## src/rtl/vtr_pkg.sv

```systemverilog
package vtr_pkg;
    typedef enum logic [1:0] {
        ST_GATHER = 2'd0,
        ST_FOLD   = 2'd1,
        ST_EMIT   = 2'd2
    } vtr_state_e;

    typedef enum logic [1:0] {
        LOP_HOLD  = 2'd0,
        LOP_CLEAR = 2'd1,
        LOP_ADD   = 2'd2,
        LOP_FOLD  = 2'd3
    } lane_op_e;
endpackage

```

## src/rtl/vtr_ctrl.sv

```systemverilog
module vtr_ctrl
    import vtr_pkg::*;
#(
    parameter int STEPS = 3,
    localparam int SW = $clog2(STEPS + 1)
) (
    input  logic          clk,
    input  logic          rst_n,
    input  logic          in_valid,
    input  logic          in_last,
    output logic          in_ready,
    output logic          sum_valid,
    output lane_op_e      lane_op,
    output logic [SW-1:0] fold_idx
);
    vtr_state_e state_q, state_d;
    logic [SW-1:0] step_q;

    // state register and fold step counter
    always_ff @(posedge clk) begin
        if (!rst_n) begin
            state_q <= ST_GATHER;
            step_q  <= '0;
        end else begin
            state_q <= state_d;
            step_q  <= (state_q == ST_FOLD) ? step_q + 1'b1 : '0;
        end
    end

    // next-state decision
    always_comb begin
        state_d = state_q;
        unique case (state_q)
            ST_GATHER: if (in_valid && in_last) state_d = ST_FOLD;
            ST_FOLD:   if (step_q == SW'(STEPS - 1)) state_d = ST_EMIT;
            ST_EMIT:   state_d = ST_GATHER;
            default:   state_d = ST_GATHER;
        endcase
    end

    // outputs per state
    always_comb begin
        in_ready  = 1'b0;
        sum_valid = 1'b0;
        lane_op   = LOP_HOLD;
        unique case (state_q)
            ST_GATHER: begin
                in_ready = 1'b1;
                lane_op  = in_valid ? LOP_ADD : LOP_HOLD;
            end
            ST_FOLD:  lane_op = LOP_FOLD;
            ST_EMIT: begin
                sum_valid = 1'b1;
                lane_op   = LOP_CLEAR;
            end
            default:  lane_op = LOP_HOLD;
        endcase
    end

    assign fold_idx = step_q;
endmodule

```

## src/rtl/vtr_lane_bank.sv

```systemverilog
module vtr_lane_bank
    import vtr_pkg::*;
#(
    parameter int LANES  = 8,
    parameter int ELEM_W = 32,
    parameter int SW     = 2,
    localparam int IW = $clog2(LANES),
    localparam int HW = IW + 1
) (
    input  logic                      clk,
    input  logic                      rst_n,
    input  lane_op_e                  lane_op,
    input  logic [SW-1:0]             fold_idx,
    input  logic [LANES*ELEM_W-1:0]   chunk,
    output logic [ELEM_W-1:0]         lane0
);
    logic [ELEM_W-1:0] elem  [LANES];
    logic [ELEM_W-1:0] acc_q [LANES];
    logic [ELEM_W-1:0] acc_d [LANES];
    logic [HW-1:0]     half;

    for (genvar g = 0; g < LANES; g++) begin : g_unpack
        assign elem[g] = chunk[g*ELEM_W +: ELEM_W];
    end

    // live range after this fold: LANES >> (step+1)
    assign half = HW'(LANES >> (32'(fold_idx) + 32'd1));

    always_comb begin
        for (int i = 0; i < LANES; i++) begin
            acc_d[i] = acc_q[i];
            unique case (lane_op)
                LOP_HOLD:  acc_d[i] = acc_q[i];
                LOP_CLEAR: acc_d[i] = '0;
                LOP_ADD:   acc_d[i] = acc_q[i] + elem[i];
                LOP_FOLD: begin
                    if (HW'(i) < half)
                        acc_d[i] = acc_q[i] + acc_q[IW'(i) + IW'(half)];
                end
                default:   acc_d[i] = acc_q[i];
            endcase
        end
    end

    always_ff @(posedge clk) begin
        for (int i = 0; i < LANES; i++) begin
            if (!rst_n) acc_q[i] <= '0;
            else        acc_q[i] <= acc_d[i];
        end
    end

    assign lane0 = acc_q[0];
endmodule

```

## src/rtl/vec_tree_reducer.sv

```systemverilog
module vec_tree_reducer
    import vtr_pkg::*;
#(
    parameter int LANES  = 8,
    parameter int ELEM_W = 32
) (
    input  logic                    clk,
    input  logic                    rst_n,
    input  logic                    in_valid,
    input  logic                    in_last,
    input  logic [LANES*ELEM_W-1:0] in_data,
    output logic                    in_ready,
    output logic                    sum_valid,
    output logic [ELEM_W-1:0]       sum_data
);
    localparam int STEPS = $clog2(LANES);
    localparam int SW    = $clog2(STEPS + 1);

    lane_op_e      lane_op;
    logic [SW-1:0] fold_idx;

    vtr_ctrl #(.STEPS(STEPS)) u_ctrl (
        .clk       (clk),
        .rst_n     (rst_n),
        .in_valid  (in_valid),
        .in_last   (in_last),
        .in_ready  (in_ready),
        .sum_valid (sum_valid),
        .lane_op   (lane_op),
        .fold_idx  (fold_idx)
    );

    vtr_lane_bank #(.LANES(LANES), .ELEM_W(ELEM_W), .SW(SW)) u_bank (
        .clk      (clk),
        .rst_n    (rst_n),
        .lane_op  (lane_op),
        .fold_idx (fold_idx),
        .chunk    (in_data),
        .lane0    (sum_data)
    );
endmodule

```

## config.mk

```make
export PLATFORM = sky130hd
export DESIGN_NAME = vec_tree_reducer
export DESIGN_NICKNAME = d
export VERILOG_FILES = /design/src/rtl/vtr_pkg.sv /design/src/rtl/vtr_ctrl.sv /design/src/rtl/vtr_lane_bank.sv /design/src/rtl/vec_tree_reducer.sv
export SDC_FILE = /design/constraint.sdc
export NUM_CORES = 2
export LEC_CHECK = 0
export BUFFER_PORTS_ARGS = -buffer_cell sky130_fd_sc_hd__buf_2
export CAP_MARGIN = 20
export CORE_MARGIN = 4
export CORE_UTILIZATION = 55
export CTS_BUF_LIST = sky130_fd_sc_hd__clkbuf_4 sky130_fd_sc_hd__clkbuf_8
export DETAILED_ROUTE_END_ITERATION = 8
export GPL_TIMING_DRIVEN = 1
export PLACE_DENSITY = 0.82
export SYNTH_ARGS = -nofsm -noshare
export SYNTH_HDL_FRONTEND = slang
export SYNTH_HIERARCHICAL = 1
export SYNTH_SLANG_ARGS = --single-unit
```

## constraint.sdc

```tcl
create_clock -name clk -period 6.8 [get_ports clk]
set_input_delay 0 -clock clk [delete_from_list [all_inputs] [get_ports clk]]
set_output_delay 0 -clock clk [all_outputs]
set_load 0.01 [all_outputs]
```

# Word level (Yosys, flattened, before mapping)
# Memories as Yosys holds them, arrays and structs flattened.
# Index checks and enable logic that the tools add are counted.
# W data, S select, Z words.
# totals
input_bits	260
mem_bits_rw	256
ff_bits	4
elab_cells	91
n_memories	1
# classes
order_cmp	8
n_bitwise	8
n_eq_ne	8
addsub	25
n_mux	33
reduce_logical	5
n_shift	1
# memory_table
name	words	word_bits	read_ports	rd_clocked_by_memory_dff	write_ports	line	rtl
u_bank.acc_q	8	32	16	0	8	vtr_lane_bank.sv:18	logic [ELEM_W-1:0] acc_q [LANES];
# op_table
cell	n
$pmux W32 S4	8
$add A32 B32 Y32	16
$mux W32	16
$shr A4 B32 Y4 const A	1
$lt A3 B4 Y1 const A	4
$add A3 B3 Y3 const A	4
$eq A2 B2 Y1 const B	4
$lt A1 B4 Y1 const A	2
$lt A2 B4 Y1 const A	2
$or A1 B1 Y1	8
$add A2 B3 Y3 const A	2
$mux W2	3
$pmux W2 S3	1
$eq A2 B1 Y1 const B	2
$logic_not A2 Y1	2
$mux W1	4
$pmux W2 S2	1
$reduce_and A2 Y1	2
$add A1 B3 Y3 const A	1
$add A2 B1 Y3 const B	1
$add A2 B1 Y2 const B	1
$ne A2 B1 Y1 const B	1
$ne A2 B2 Y1 const B	1
$logic_and A1 B1 Y1	1

# Depth between registers and ports, before layout
# An unclocked memory read counts as a cell.
# logic_depth
word_depth	8
mapped_depth	25
mapped_depth_nobuf	20

# Cells and area by module
# The synthesis kept the hierarchy.
# by_module_without_submodules
module	area_each_um2	cells_each	instances
vtr_lane_bank	31954.4	4105	1
vtr_ctrl	239.0	25	1

# Worst setup path before layout
# No wires, ideal clock.
# synth_timing
path_kind	reg2reg
startpoint	register u_ctrl.state_q[0]
endpoint	memory u_bank.acc_q[0][30]
setup_ns	0.124
path_buffers	6
required_time_ns	6.676
path_stages_with_launch	25
period_less_slack_ns	5.413
arrival_time_ns	5.288
slack_ns	1.387
path_cell_list	dfxtp_1 -> inv_1 -> ha_1 -> nand3_1 -> o21ai_0 -> ha_1 -> clkbuf_1 -> buf_1 -> clkbuf_1 -> clkbuf_1 -> clkbuf_1 -> clkbuf_1 -> a21oi_1 -> ha_1 -> fa_1 -> nand3_1 -> a2111oi_2 -> and4bb_2 -> nor4_2 -> a2111oi_2 -> o211ai_2 -> a41o_1 -> a31oi_1 -> xor2_1 -> o21ai_1
# synth_lines
item	line	rtl
from (decl)	vtr_ctrl.sv:16	vtr_state_e state_q, state_d;
from (signal assigned)	vtr_ctrl.sv:25	state_q <= state_d;
to (decl)	vtr_lane_bank.sv:18	

==> results.toml <==
[floorplanning]
rows = 88
start_util = 0.5569
coreArea_um2 = 57810
die-area_um2 = 62470
dieHeight_um = 249.9
io_pins = 294
die_x_um = 249.9

[clocking]
clkLatencyLatePin_ps = 680
cts_sinks = 260
htreeDepth = 2
cts_buffer_depth = 3
clk_pin_slew_ps = 80
postCtsSetupBuffers = 0
cts_tree = "yes"
cts_resized = 0
cts_made_buffers = 52
cts-root-buf = "clkbuf_8"

[placement]
routabilityCongestion = 1.063
place_hpwl_um = 100600
post-place-ws_ps = 1216
io_buffers = 293

[layout]
final_core_util = 0.6135
nets = 4879
drive_gt1_frac = 0.1605
area_growth_syn_to_layout_pct = 10.16

[synth]
synthTopCellsByArea = "dfxtp_1, ha_1, mux4_2, a21oi_1, mux2i_1"
synth_flop_cell = "dfxtp_1"
synth-edff-count = 0
synth_top_area_cell = "dfxtp_1"
ys_seq_area_frac = 0.1617
synthTopCellsByCount = "a21oi_1, nor2_1, nand2_1"
syn_area_per_cell_um2 = 7.795
postSynthCellCount = 4130
yosys_warnings = 6
synth_cell_types = 82
synthArstFlopShare = 0
ys_ff_latch = 260
synth_area_um2 = 32190
synth.top_cell.area_share = 0.1617
yosysMostFrequentCell = "a21oi_1"
syn_nets = 4718

[critical_path]
path_delay_family = "compound AO/OA/AOI/OAI gates"
cp_data_required_time_ps = 7330
cpMostUsedCell = "a21oi_1"
path_cells = "inv_1 -> ha_4 -> xnor2_2 -> buf_4 -> a21oi_1 -> a21oi_1 -> ha_1 -> a21oi_1 -> o21ai_0 -> a221o_1 -> a31oi_2 -> o21ai_0 -> a211o_1 -> a31oi_1 -> nor4_1 -> a221oi_1 -> nand2_1"
slowest_delay_ps = 670
cp_max_fo = 47
crit_arrival_ps = 6440
worstSetupStartpointType = "register"
critPathSlowestCell = "xnor2_2"
crit_buf_inv = 2
end_kind = "register"
critical_path_class = "reg2reg"

[drt]
drc_errors = 0
routed_wirelength_um = 128300
m1WireLength_um = 50870
maxUsedRoutingLayer = "met5"
vias = 34320
wl_per_cell_um = 25.18
ant_nets = 0
met2_length_um = 49960
viasPerCell = 6.737
first_pass_iters = 7
wl_met3_um = 21850
drtIter0Drc = 5571

[grt]
first_global_vias = 30800
antenna_found_initial = 4
grt_max_degree = 104
grt_usage = 0.3855
overflow = 0
grt_pass1_wl_um = 186500

[sta]
slew_headroom = 0.2802
setup_violations = 0
worst_pin_slew_ps = 1076
rsz0062_at_grt = "no"
hold_viol = 0
clock_skew_ps = 47.92
fin_crit_sh = 0.8700
finalCriticalPeriod_ps = 5916
worst_slack_ps = 883.8
fmax_mhz = 169.0
drv_slew = 0
finalSetupTns_ps = 0
hold_slack_ps = 39.02

[run]
maxCapViolations = 0

[pwr]
power.density_nw_per_um2 = 535.6
power_mw = 18.99
power_leakage_nw = 15.78
ir_worst_vdd_mv = 0.4012

[hold_path]
hp-class = "in2reg"

[run_status]
status = "finished, final reports clean"
## cell usage in the layout, fill, tap and decap left out, types with 20 or more instances in the layout
cell type	instances
inv_1	42
nand4_1	26
nand2_1	326
nor3_1	31
dfxtp_1	260
nand3_1	63
buf_4	46
xor2_1	103
and3_1	25
mux2i_1	259
nand2b_1	23
o21a_1	20
a31oi_1	33
a22oi_1	98
ha_1	309
o21ai_0	236
a21o_1	144
clkbuf_8	73
xnor2_1	107
mux4_2	142
o21bai_1	22
a21oi_1	635
buf_2	293
mux2_2	59
nor2_1	614
nor2b_1	28
## through the flow
stage          cells  cell area [um2]
3_5_place_dp    4987            34170
5_1_grt         5095            35470
6_report        5095            35470
3_3_place_gp    4987            34170
4_1_cts         5093            35450
2_1_floorplan   4130            32190
## logic make-up after synthesis
logic type,Yosys count,share of synthesized area
AO/OA/AOI/OAI,1362,0.2553
AND/OR/NAND/NOR,1212,0.1604
multiplexers,461,0.2009
adder cells (fa/ha/maj),328,0.1293
buffers and inverters,296,0.03502
flip-flops,260,0.1617
XOR/XNOR,211,0.05740
## repair_timing
item / 4_1_cts / 5_1_grt
endpoints found under the hold margin: 14 / 0
endpoints found under the setup margin: 0 / 0
hold buffers: 14 / 0
## worst paths after layout
kind | cells past startpoint | from | slack (ps) | end
hold reg to reg | 2 | u_ctrl/state_q[0]$_SDFFE_PN0P_ | 490 | u_ctrl/state_q[0]$_SDFFE_PN0P_
setup / recovery | 17 | u_ctrl/fold_idx[1]$_SDFF_PN0_ | 880 | u_bank/acc_q[2][31]$_SDFFE_PN0P_
hold / removal | 6 | in_data[30] | 40 | u_bank/acc_q[0][30]$_SDFFE_PN0P_
setup reg to reg | 17 | u_ctrl/fold_idx[1]$_SDFF_PN0_ | 880 | u_bank/acc_q[2][31]$_SDFFE_PN0P_
## registers in the layout, indices dropped and copies added, names as in the netlist
signal	cells
u_bank/acc_q	256
u_ctrl/fold_idx	2
u_ctrl/state_q	2
## worst reg2reg max path, cell delays in order (launching register included)
cell	delay (ps)
dfxtp_1	520
inv_1	220
ha_4	350
xnor2_2	670
buf_4	600
a21oi_1	140
a21oi_1	290
ha_1	340
a21oi_1	180
o21ai_0	140
a221o_1	320
a31oi_2	340
o21ai_0	300
a211o_1	360
a31oi_1	460
nor4_1	110
a221oi_1	320
nand2_1	90
## power breakdown
part           total, mW  switching (mW)  internal [mW]
Combinational       13.9            8.67           5.21
Clock               1.81           0.791           1.02
Sequential          3.30            1.15           2.15
Total               19.0            10.6           8.38
## cell type report
| class | count | area, um2 |
|---|---|---|
| repair buffers | 357 | 2027 |
| clock buffers | 87 | 1110 |
| flip-flops and latches | 260 | 5205 |
| diodes | 1 | 2.502 |
| inverters | 46 | 176.4 |
| well taps | 765 | 957.2 |
| multi-input cells | 3574 | 25960 |
| fillers | 5199 | 22340 |
| clock inverters | 5 | 25.02 |
## per-layer routing
layer,global-route usage,up-vias
met3,0.1496,290
li1,-,15530
met1,0.5487,15970
met2,0.5265,2535
met4,0.1404,2
met5,0,-
Power figures use the tool's default switching activity.
